$ cat config.mk
export PLATFORM = sky130hd
export DESIGN_NAME = layered_hash_net
export DESIGN_NICKNAME = d
export VERILOG_FILES = /design/src/rtl/lhn_pkg.sv /design/src/rtl/lhn_mix_pipe.sv /design/src/rtl/lhn_bank.sv /design/src/rtl/lhn_ctrl.sv /design/src/rtl/layered_hash_net.sv
export SDC_FILE = /design/constraint.sdc
export NUM_CORES = 1
export LEC_CHECK = 0
export ABC_AREA = 1
export CORE_MARGIN = 4
export CORE_UTILIZATION = 29
export CTS_BUF_LIST = sky130_fd_sc_hd__clkbuf_16
export CTS_CLUSTER_SIZE = 28
export DETAILED_ROUTE_END_ITERATION = 12
export DONT_BUFFER_PORTS = 1
export SLEW_MARGIN = 15
export SYNTH_ARGS = -nofsm -noshare
export SYNTH_HDL_FRONTEND = slang
export SYNTH_SLANG_ARGS = --single-unit
$ cat constraint.sdc
create_clock -name clk -period 4.8 [get_ports clk]
set_clock_uncertainty 0.15 [all_clocks]
set_input_delay 0.24 -clock clk [delete_from_list [all_inputs] [get_ports clk]]
set_output_delay 0.24 -clock clk [all_outputs]
set_load 0.01 [all_outputs]
$ cat src/rtl/lhn_pkg.sv
package lhn_pkg;

  localparam logic [31:0] KEY_BASE = 32'h9E3779B9;

  typedef enum logic [1:0] {
    ST_IDLE,
    ST_ISSUE,
    ST_DRAIN
  } lhn_state_e;

  // one add-rotate-xor round, keyed by unit position and round number
  function automatic logic [31:0] mix_round(input logic [31:0] v,
                                            input logic [31:0] key,
                                            input int unsigned rnd);
    logic [31:0] a;
    a = v + (KEY_BASE ^ (key << 8) ^ 32'(rnd));
    return {a[24:0], a[31:25]} ^ a;
  endfunction

endpackage

$ cat src/rtl/lhn_mix_pipe.sv
module lhn_mix_pipe #(
  parameter int ROUNDS = 4,
  parameter int TAGW   = 3
) (
  input  logic            clk,
  input  logic            rst,
  input  logic            in_v,
  input  logic [31:0]     in_data,
  input  logic [TAGW-1:0] in_tag,
  output logic            out_v,
  output logic [31:0]     out_data,
  output logic [TAGW-1:0] out_tag
);
  import lhn_pkg::*;

  logic            v_q [ROUNDS];
  logic [31:0]     d_q [ROUNDS];
  logic [TAGW-1:0] t_q [ROUNDS];

  logic            sv  [ROUNDS];
  logic [31:0]     sd  [ROUNDS];
  logic [TAGW-1:0] st  [ROUNDS];

  // stage inputs: stage 0 from the port, later stages from the previous register
  for (genvar i = 0; i < ROUNDS; i++) begin : g_stage
    if (i == 0) begin : g_head
      assign sv[i] = in_v;
      assign sd[i] = in_data;
      assign st[i] = in_tag;
    end else begin : g_body
      assign sv[i] = v_q[i-1];
      assign sd[i] = d_q[i-1];
      assign st[i] = t_q[i-1];
    end
  end

  always_ff @(posedge clk) begin
    for (int i = 0; i < ROUNDS; i++) begin
      if (rst) v_q[i] <= 1'b0;
      else     v_q[i] <= sv[i];
      d_q[i] <= mix_round(sd[i], 32'(st[i]), i);
      t_q[i] <= st[i];
    end
  end

  assign out_v    = v_q[ROUNDS-1];
  assign out_data = d_q[ROUNDS-1];
  assign out_tag  = t_q[ROUNDS-1];

endmodule

$ cat src/rtl/lhn_bank.sv
module lhn_bank #(
  parameter int NMAX = 8,
  parameter int IDXW = 3
) (
  input  logic            clk,
  input  logic            we,
  input  logic            wsel,
  input  logic [IDXW-1:0] widx,
  input  logic [31:0]     wdata,
  input  logic            rsel,
  input  logic [IDXW-1:0] ridx,
  output logic [31:0]     rdata
);
  localparam int DEPTH = 2 * NMAX;
  localparam int AW    = $clog2(DEPTH);

  logic [31:0]   mem [DEPTH];
  logic [AW-1:0] waddr, raddr;
  logic [31:0]   rdata_q;

  assign waddr = (wsel ? AW'(NMAX) : AW'(0)) + AW'(widx);
  assign raddr = (rsel ? AW'(NMAX) : AW'(0)) + AW'(ridx);

  always_ff @(posedge clk) begin
    if (we) mem[waddr] <= wdata;
    rdata_q <= mem[raddr];
  end

  assign rdata = rdata_q;

endmodule

$ cat src/rtl/lhn_ctrl.sv
module lhn_ctrl #(
  parameter int NMAX = 8,
  parameter int IDXW = 3,
  parameter int NW   = 4
) (
  input  logic                 clk,
  input  logic                 rst,
  input  logic                 start_i,
  input  logic [31:0]          word_i,
  input  logic [NW-1:0]        n_i,
  input  logic [NMAX*IDXW-1:0] perm_i,
  input  logic [31:0]          rd_data,
  input  logic                 wb_v,
  input  logic [IDXW-1:0]      wb_idx,
  output logic                 rd_sel,
  output logic [IDXW-1:0]      rd_idx,
  output logic                 h_v,
  output logic [31:0]          h_data,
  output logic [IDXW-1:0]      h_tag,
  output logic                 acc_clr,
  output logic                 acc_en,
  output logic                 done
);
  import lhn_pkg::*;

  lhn_state_e      state_q;
  logic [NW-1:0]   n_q, layer_q, k_q, wcnt_q, n_eff;
  logic [31:0]     x_q;
  logic [IDXW-1:0] perm_q [NMAX];
  logic            sel_q;
  logic            s0_v, s0_first;
  logic [IDXW-1:0] s0_k;
  logic            accept, last_layer, layer_done;

  always_comb begin
    if (n_i == '0)                n_eff = NW'(1);
    else if (n_i > NW'(NMAX))     n_eff = NW'(NMAX);
    else                          n_eff = n_i;
  end

  assign accept     = (state_q == ST_IDLE) && start_i;
  assign last_layer = (layer_q == n_q - NW'(1));
  assign layer_done = wb_v && (wcnt_q == n_q - NW'(1));

  assign rd_sel  = sel_q;
  assign rd_idx  = k_q[IDXW-1:0];
  assign h_v     = s0_v;
  assign h_data  = s0_first ? x_q : rd_data;
  assign h_tag   = s0_first ? s0_k : perm_q[s0_k];
  assign acc_clr = accept;
  assign acc_en  = wb_v && last_layer;
  assign done    = layer_done && last_layer;

  always_ff @(posedge clk) begin
    if (rst) begin
      state_q  <= ST_IDLE;
      n_q      <= NW'(1);
      layer_q  <= '0;
      k_q      <= '0;
      wcnt_q   <= '0;
      x_q      <= '0;
      sel_q    <= 1'b0;
      s0_v     <= 1'b0;
      s0_first <= 1'b0;
      s0_k     <= '0;
      for (int k = 0; k < NMAX; k++) perm_q[k] <= '0;
    end else begin
      s0_v     <= (state_q == ST_ISSUE);
      s0_k     <= k_q[IDXW-1:0];
      s0_first <= (layer_q == '0);
      case (state_q)
        ST_IDLE: begin
          if (start_i) begin
            n_q     <= n_eff;
            x_q     <= word_i;
            layer_q <= '0;
            k_q     <= '0;
            wcnt_q  <= '0;
            sel_q   <= 1'b0;
            state_q <= ST_ISSUE;
            for (int k = 0; k < NMAX; k++) perm_q[k] <= perm_i[k*IDXW +: IDXW];
          end
        end
        ST_ISSUE: begin
          if (k_q == n_q - NW'(1)) state_q <= ST_DRAIN;
          k_q <= k_q + NW'(1);
        end
        default: ;
      endcase
      // writeback bookkeeping overrides the issue step at layer boundaries
      if (wb_v) begin
        if (layer_done) begin
          wcnt_q <= '0;
          if (last_layer) begin
            state_q <= ST_IDLE;
          end else begin
            layer_q <= layer_q + NW'(1);
            sel_q   <= ~sel_q;
            k_q     <= '0;
            state_q <= ST_ISSUE;
          end
        end else begin
          wcnt_q <= wcnt_q + NW'(1);
        end
      end
    end
  end

  // a launch during a run leaves the captured operands alone
  a_r9_start_ignored: assert property (@(posedge clk) disable iff (rst)
    (state_q != ST_IDLE && start_i) |=> ($stable(x_q) && $stable(n_q)));

  // the captured size is always within 1..NMAX while running
  a_r6_n_in_range: assert property (@(posedge clk) disable iff (rst)
    (state_q != ST_IDLE) |-> (n_q >= NW'(1) && n_q <= NW'(NMAX)));

  // every routed destination addresses a live unit
  a_r4_dest_in_range: assert property (@(posedge clk) disable iff (rst)
    h_v |-> (NW'(h_tag) < n_q));

  // writebacks per layer never exceed N
  a_r5_wb_count: assert property (@(posedge clk) disable iff (rst)
    wb_v |-> (wcnt_q < n_q && NW'(wb_idx) < n_q));

endmodule

$ cat src/rtl/layered_hash_net.sv
module layered_hash_net #(
  parameter int NMAX   = 8,
  parameter int ROUNDS = 4,
  parameter int IDXW   = $clog2(NMAX),
  parameter int NW     = $clog2(NMAX + 1)
) (
  input  logic                 clk,
  input  logic                 rst,
  input  logic                 start_i,
  input  logic [31:0]          word_i,
  input  logic [NW-1:0]        n_i,
  input  logic [NMAX*IDXW-1:0] perm_i,
  output logic [31:0]          sum_o,
  output logic                 valid_o
);

  logic            rd_sel, h_v, wb_v, acc_clr, acc_en, done;
  logic [IDXW-1:0] rd_idx, h_tag, wb_idx;
  logic [31:0]     rd_data, h_data, wb_data;
  logic [31:0]     acc_q, sum_q;
  logic            valid_q;

  lhn_ctrl #(.NMAX(NMAX), .IDXW(IDXW), .NW(NW)) u_ctrl (
    .clk(clk), .rst(rst), .start_i(start_i), .word_i(word_i), .n_i(n_i),
    .perm_i(perm_i), .rd_data(rd_data), .wb_v(wb_v), .wb_idx(wb_idx),
    .rd_sel(rd_sel), .rd_idx(rd_idx), .h_v(h_v), .h_data(h_data),
    .h_tag(h_tag), .acc_clr(acc_clr), .acc_en(acc_en), .done(done)
  );

  lhn_mix_pipe #(.ROUNDS(ROUNDS), .TAGW(IDXW)) u_mix (
    .clk(clk), .rst(rst), .in_v(h_v), .in_data(h_data), .in_tag(h_tag),
    .out_v(wb_v), .out_data(wb_data), .out_tag(wb_idx)
  );

  lhn_bank #(.NMAX(NMAX), .IDXW(IDXW)) u_bank (
    .clk(clk), .we(wb_v), .wsel(~rd_sel), .widx(wb_idx), .wdata(wb_data),
    .rsel(rd_sel), .ridx(rd_idx), .rdata(rd_data)
  );

  always_ff @(posedge clk) begin
    if (rst) begin
      acc_q   <= '0;
      sum_q   <= '0;
      valid_q <= 1'b0;
    end else begin
      valid_q <= done;
      if (acc_clr)     acc_q <= '0;
      else if (acc_en) acc_q <= acc_q + wb_data;
      if (done) sum_q <= acc_q + wb_data;
    end
  end

  assign sum_o   = sum_q;
  assign valid_o = valid_q;

  // the result strobe never lasts two cycles
  a_r8_valid_single: assert property (@(posedge clk) disable iff (rst)
    valid_o |=> !valid_o);

  // the held digest changes only together with a strobe
  a_r8_sum_held: assert property (@(posedge clk) disable iff (rst)
    !valid_o |-> $stable(sum_o) || $past(rst));

endmodule

==> impl_metrics.ini <==
[yosys]
synth_area_leaders = edfxtp_1, dfxtp_1, nand2_1
synth.avg_cell_area_um2 = 8.93
synth_top_area_share_pct = 41.3
syn_nets = 4484
ys_types = 56
yosysWarnings = 0
ys_ff_latch = 833
synth_ff_type = edfxtp_1
synth.cell_area_um2 = 39000
synth_cells = 4368
synth_common_cells = nand2_1, nor2_1, edfxtp_1
synth-async-reset-ratio_pct = 0
synth-edff-count = 536
ys_seq_area_share_pct = 56.5
synth_area_leader_cell = edfxtp_1
yosysMostFrequentCell = nand2_1

[drt]
vias = 31200
wl_um = 124000
drc = 0
ant_nets = 0
avgViaCountPerCell = 4.97
firstDrtPassIters = 8
wl_per_cell_um = 19.8
drtIter0Drc = 2859

[min_path]
hold_path.class = primary input to register
holdCritStartpoint = word_i[30]
holdPathEnd = u_ctrl.x_q[30]$_SDFFE_PP0P_
hold_path_depth = 3

[timing]
finalCritPeriodShare_pct = 73.1
max_freq_mhz = 285
worstMarginPinSlew_ns = 1.18
min_period_ns = 3.51
hold_slack_ns = 0.0992
setup_viol = 0
drv_slew = 0
rsz0062_at_grt = false
slew_headroom_pct = 21.2
tns_ns = 0
finalHoldViolations = 0

[setup_path]
endpoint_kind = register
worstPathMaxFanout = 33
critPathKind = register to register
startpoint_type = register
crit_arrival_ns = 3.96
rr_endpoint = sum_o[19]$_SDFFE_PP0P_
reg2reg_from = u_ctrl.n_q[0]$_SDFFE_PP1P_
required_ns = 5.25
rr_worst_depth = 11
reg2reg_setup_slack_ns = 1.29

[power_and_ir_drop]
vdd_ir_drop_max_uv = 305
p_int_mw = 15.4
p_switching_mw = 9.99
p_comb_share_pct = 30.7
power.leakage_nw = 17.8
power_frac_seq_pct = 42.5
pwr-share-clk_pct = 26.9
p_per_area_nw_per_um2 = 567
power_mw = 25.4
p_sw_share_pct = 39.4

[cts]
cts_resized = 0
cts_buffer_depth = 3
cts_buffers = 88
clock-sinks = 833
cts.clk_slew.worst_paths_ns = 0.07
cts-root-buf = clkbuf_16
cts_tree = done
cts_max_level = 3
clock_latency_ns = 0.65

[die]
initial_utilization_pct = 29.2
pin_count = 96
placeableCoreArea_um2 = 133000
die_h_um = 375
die_w_um = 375
row_count = 134
die_area_um2 = 140000

[global_route]
grt_max_degree = 190
track_usage_pct = 17.1
grt_pass1_vias = 29400
antenna_found_initial = 3
grt.overflow.total = 0
grt_pass1_wl_um = 186000

[final_layout]
final_area_um2 = 44700
utilization_pct = 33.5
fin_nets = 4538
syn2layout_area_growth_pct = 14.7
layout-drive-gt1-share_pct = 6.30

[place]
io_buffer_count = 0
hpwlAfterDp_um = 87000
routabilityCongestion = 0.923
post_dp_cell_area_um2 = 41100

[outcome]
outcome = complete, no violations

[job]
cap_violations = 0
[registers in the layout, indices dropped and copies added (netlist names), 2 cells and up]
name,count
u_ctrl.x_q,32
u_ctrl.n_q,4
acc_q,32
u_mix.d_q,128
u_bank.mem,512
u_bank.rdata,32
sum_o,32
u_ctrl.layer_q,4
u_ctrl.state_q,2
u_ctrl.wcnt_q,4
u_ctrl.s0_k,3
u_ctrl.k_q,4
u_ctrl.perm_q,24
u_mix.t_q,12
u_mix.v_q,4
[cells in the final DEF, fill, tap and decap left out, types with 8 or more instances in the layout]
cell / Yosys / final
nand4_1: 45 / 45
ha_1: 52 / 52
dfxtp_1: 297 / 292
o22ai_1: 20 / 20
inv_1: 400 / 417
inv_2: 11 / 14
nand2_2: 29 / 29
nor4_1: 8 / 8
o211ai_1: 16 / 16
nand3_1: 274 / 274
nor2_1: 569 / 555
xnor2_1: 24 / 24
a21oi_1: 112 / 112
o221ai_1: 113 / 113
nor2_4: 8 / 22
o21bai_1: 9 / 9
nand3b_1: 18 / 18
o21ai_1: 8 / 8
nand2_1: 1053 / 1053
buf_4: 5 / 39
clkbuf_16: 0 / 91
edfxtp_1: 536 / 536
o21ai_0: 385 / 385
clkinv_1: 6 / 20
nor3_1: 29 / 25
o21a_1: 15 / 15
bufinv_16: 0 / 9
dlygate4sd3_1: 0 / 65
xor2_1: 112 / 112
clkinv_2: 0 / 14
[cell families after synthesis]
group / synth area share [%]
DFF: 56.5
and+or+nand+nor: 21.9
adders and majority gates: 1.72
muxes: 0.0513
xor gates and xnor gates: 3.30
AOI/OAI and AO/OA: 10.9
buffers and inverters: 5.68
[timing repair]
item	4_1_cts	5_1_grt
endpoints found under the hold margin	107	0
hold buffers	66	0
buffers inserted	0	0
[critical path, stage by stage, from the launching register on]
cell and delay, ns:
dfxtp_1 0.38, inv_2 0.10, ha_1 0.38, or2_2 0.14
nand4_1 0.07, nor2_1 0.17, nand3_2 0.43, nor2_4 0.36
buf_4 0.37, nand3_1 0.20, a21oi_1 0.15, dlygate4sd3_1 0.55
[through the flow]
step | worst slack [ns] | instances
final | 1.29 | 6267
after global routing | 1.01 | 6264
after CTS | 1.26 | 6262
after detailed placement | 1.58 | 6033
after global placement | 1.57 | 6030
after floorplan | 1.18 | 4368
[per-layer routing]
layer	vias up	share of wire, %	wire, um	GRT usage (%)
met5	-	0	0	0
met4	0	3.1	3800	5.19
met3	199	6.5	8090	2.46
met2	1041	45	55900	27.2
met1	15000	45	56500	24.2
li1	14900	-	-	-
[worst max path at each step]
stage	startpoint	to	slack, ns	cells after the start
final	u_ctrl.n_q[0]$_SDFFE_PP1P_	sum_o[19]$_SDFFE_PP0P_	1.29	11
after global routing	u_ctrl.n_q[0]$_SDFFE_PP1P_	sum_o[19]$_SDFFE_PP0P_	1.01	11
after CTS	u_ctrl.n_q[0]$_SDFFE_PP1P_	sum_o[19]$_SDFFE_PP0P_	1.26	11
after detailed placement	u_ctrl.s0_k[1]$_SDFF_PP0_	u_mix.d_q[0][25]$_DFF_P_	1.58	16
after global placement	u_ctrl.s0_k[1]$_SDFF_PP0_	u_mix.d_q[0][25]$_DFF_P_	1.57	16
after floorplan	u_mix.v_q[3]$_SDFF_PP0_	u_bank.mem[11][0]$_DFFE_PP_	1.18	3
[final cells by class]
cell class	instances	area, um2
fill	13800	88700
sequential	833	22100
multi-input combinational	2969	14900
clock buffer	91	2280
tap	1768	2210
inverter	418	1580
timing repair buffer	112	1130
clock inverter	72	594
antenna	4	10.0
[power by group through the flow]
stage	registers [mW]	logic (mW)	clock network (mW)
detailed placement	10.9	7.57	0
global route	10.9	8.66	7.23
global placement	10.9	7.58	0
floorplan	9.95	5.32	0
finish	10.8	7.77	6.81
CTS	10.7	7.72	6.92
(Power assumes the default switching activity.)
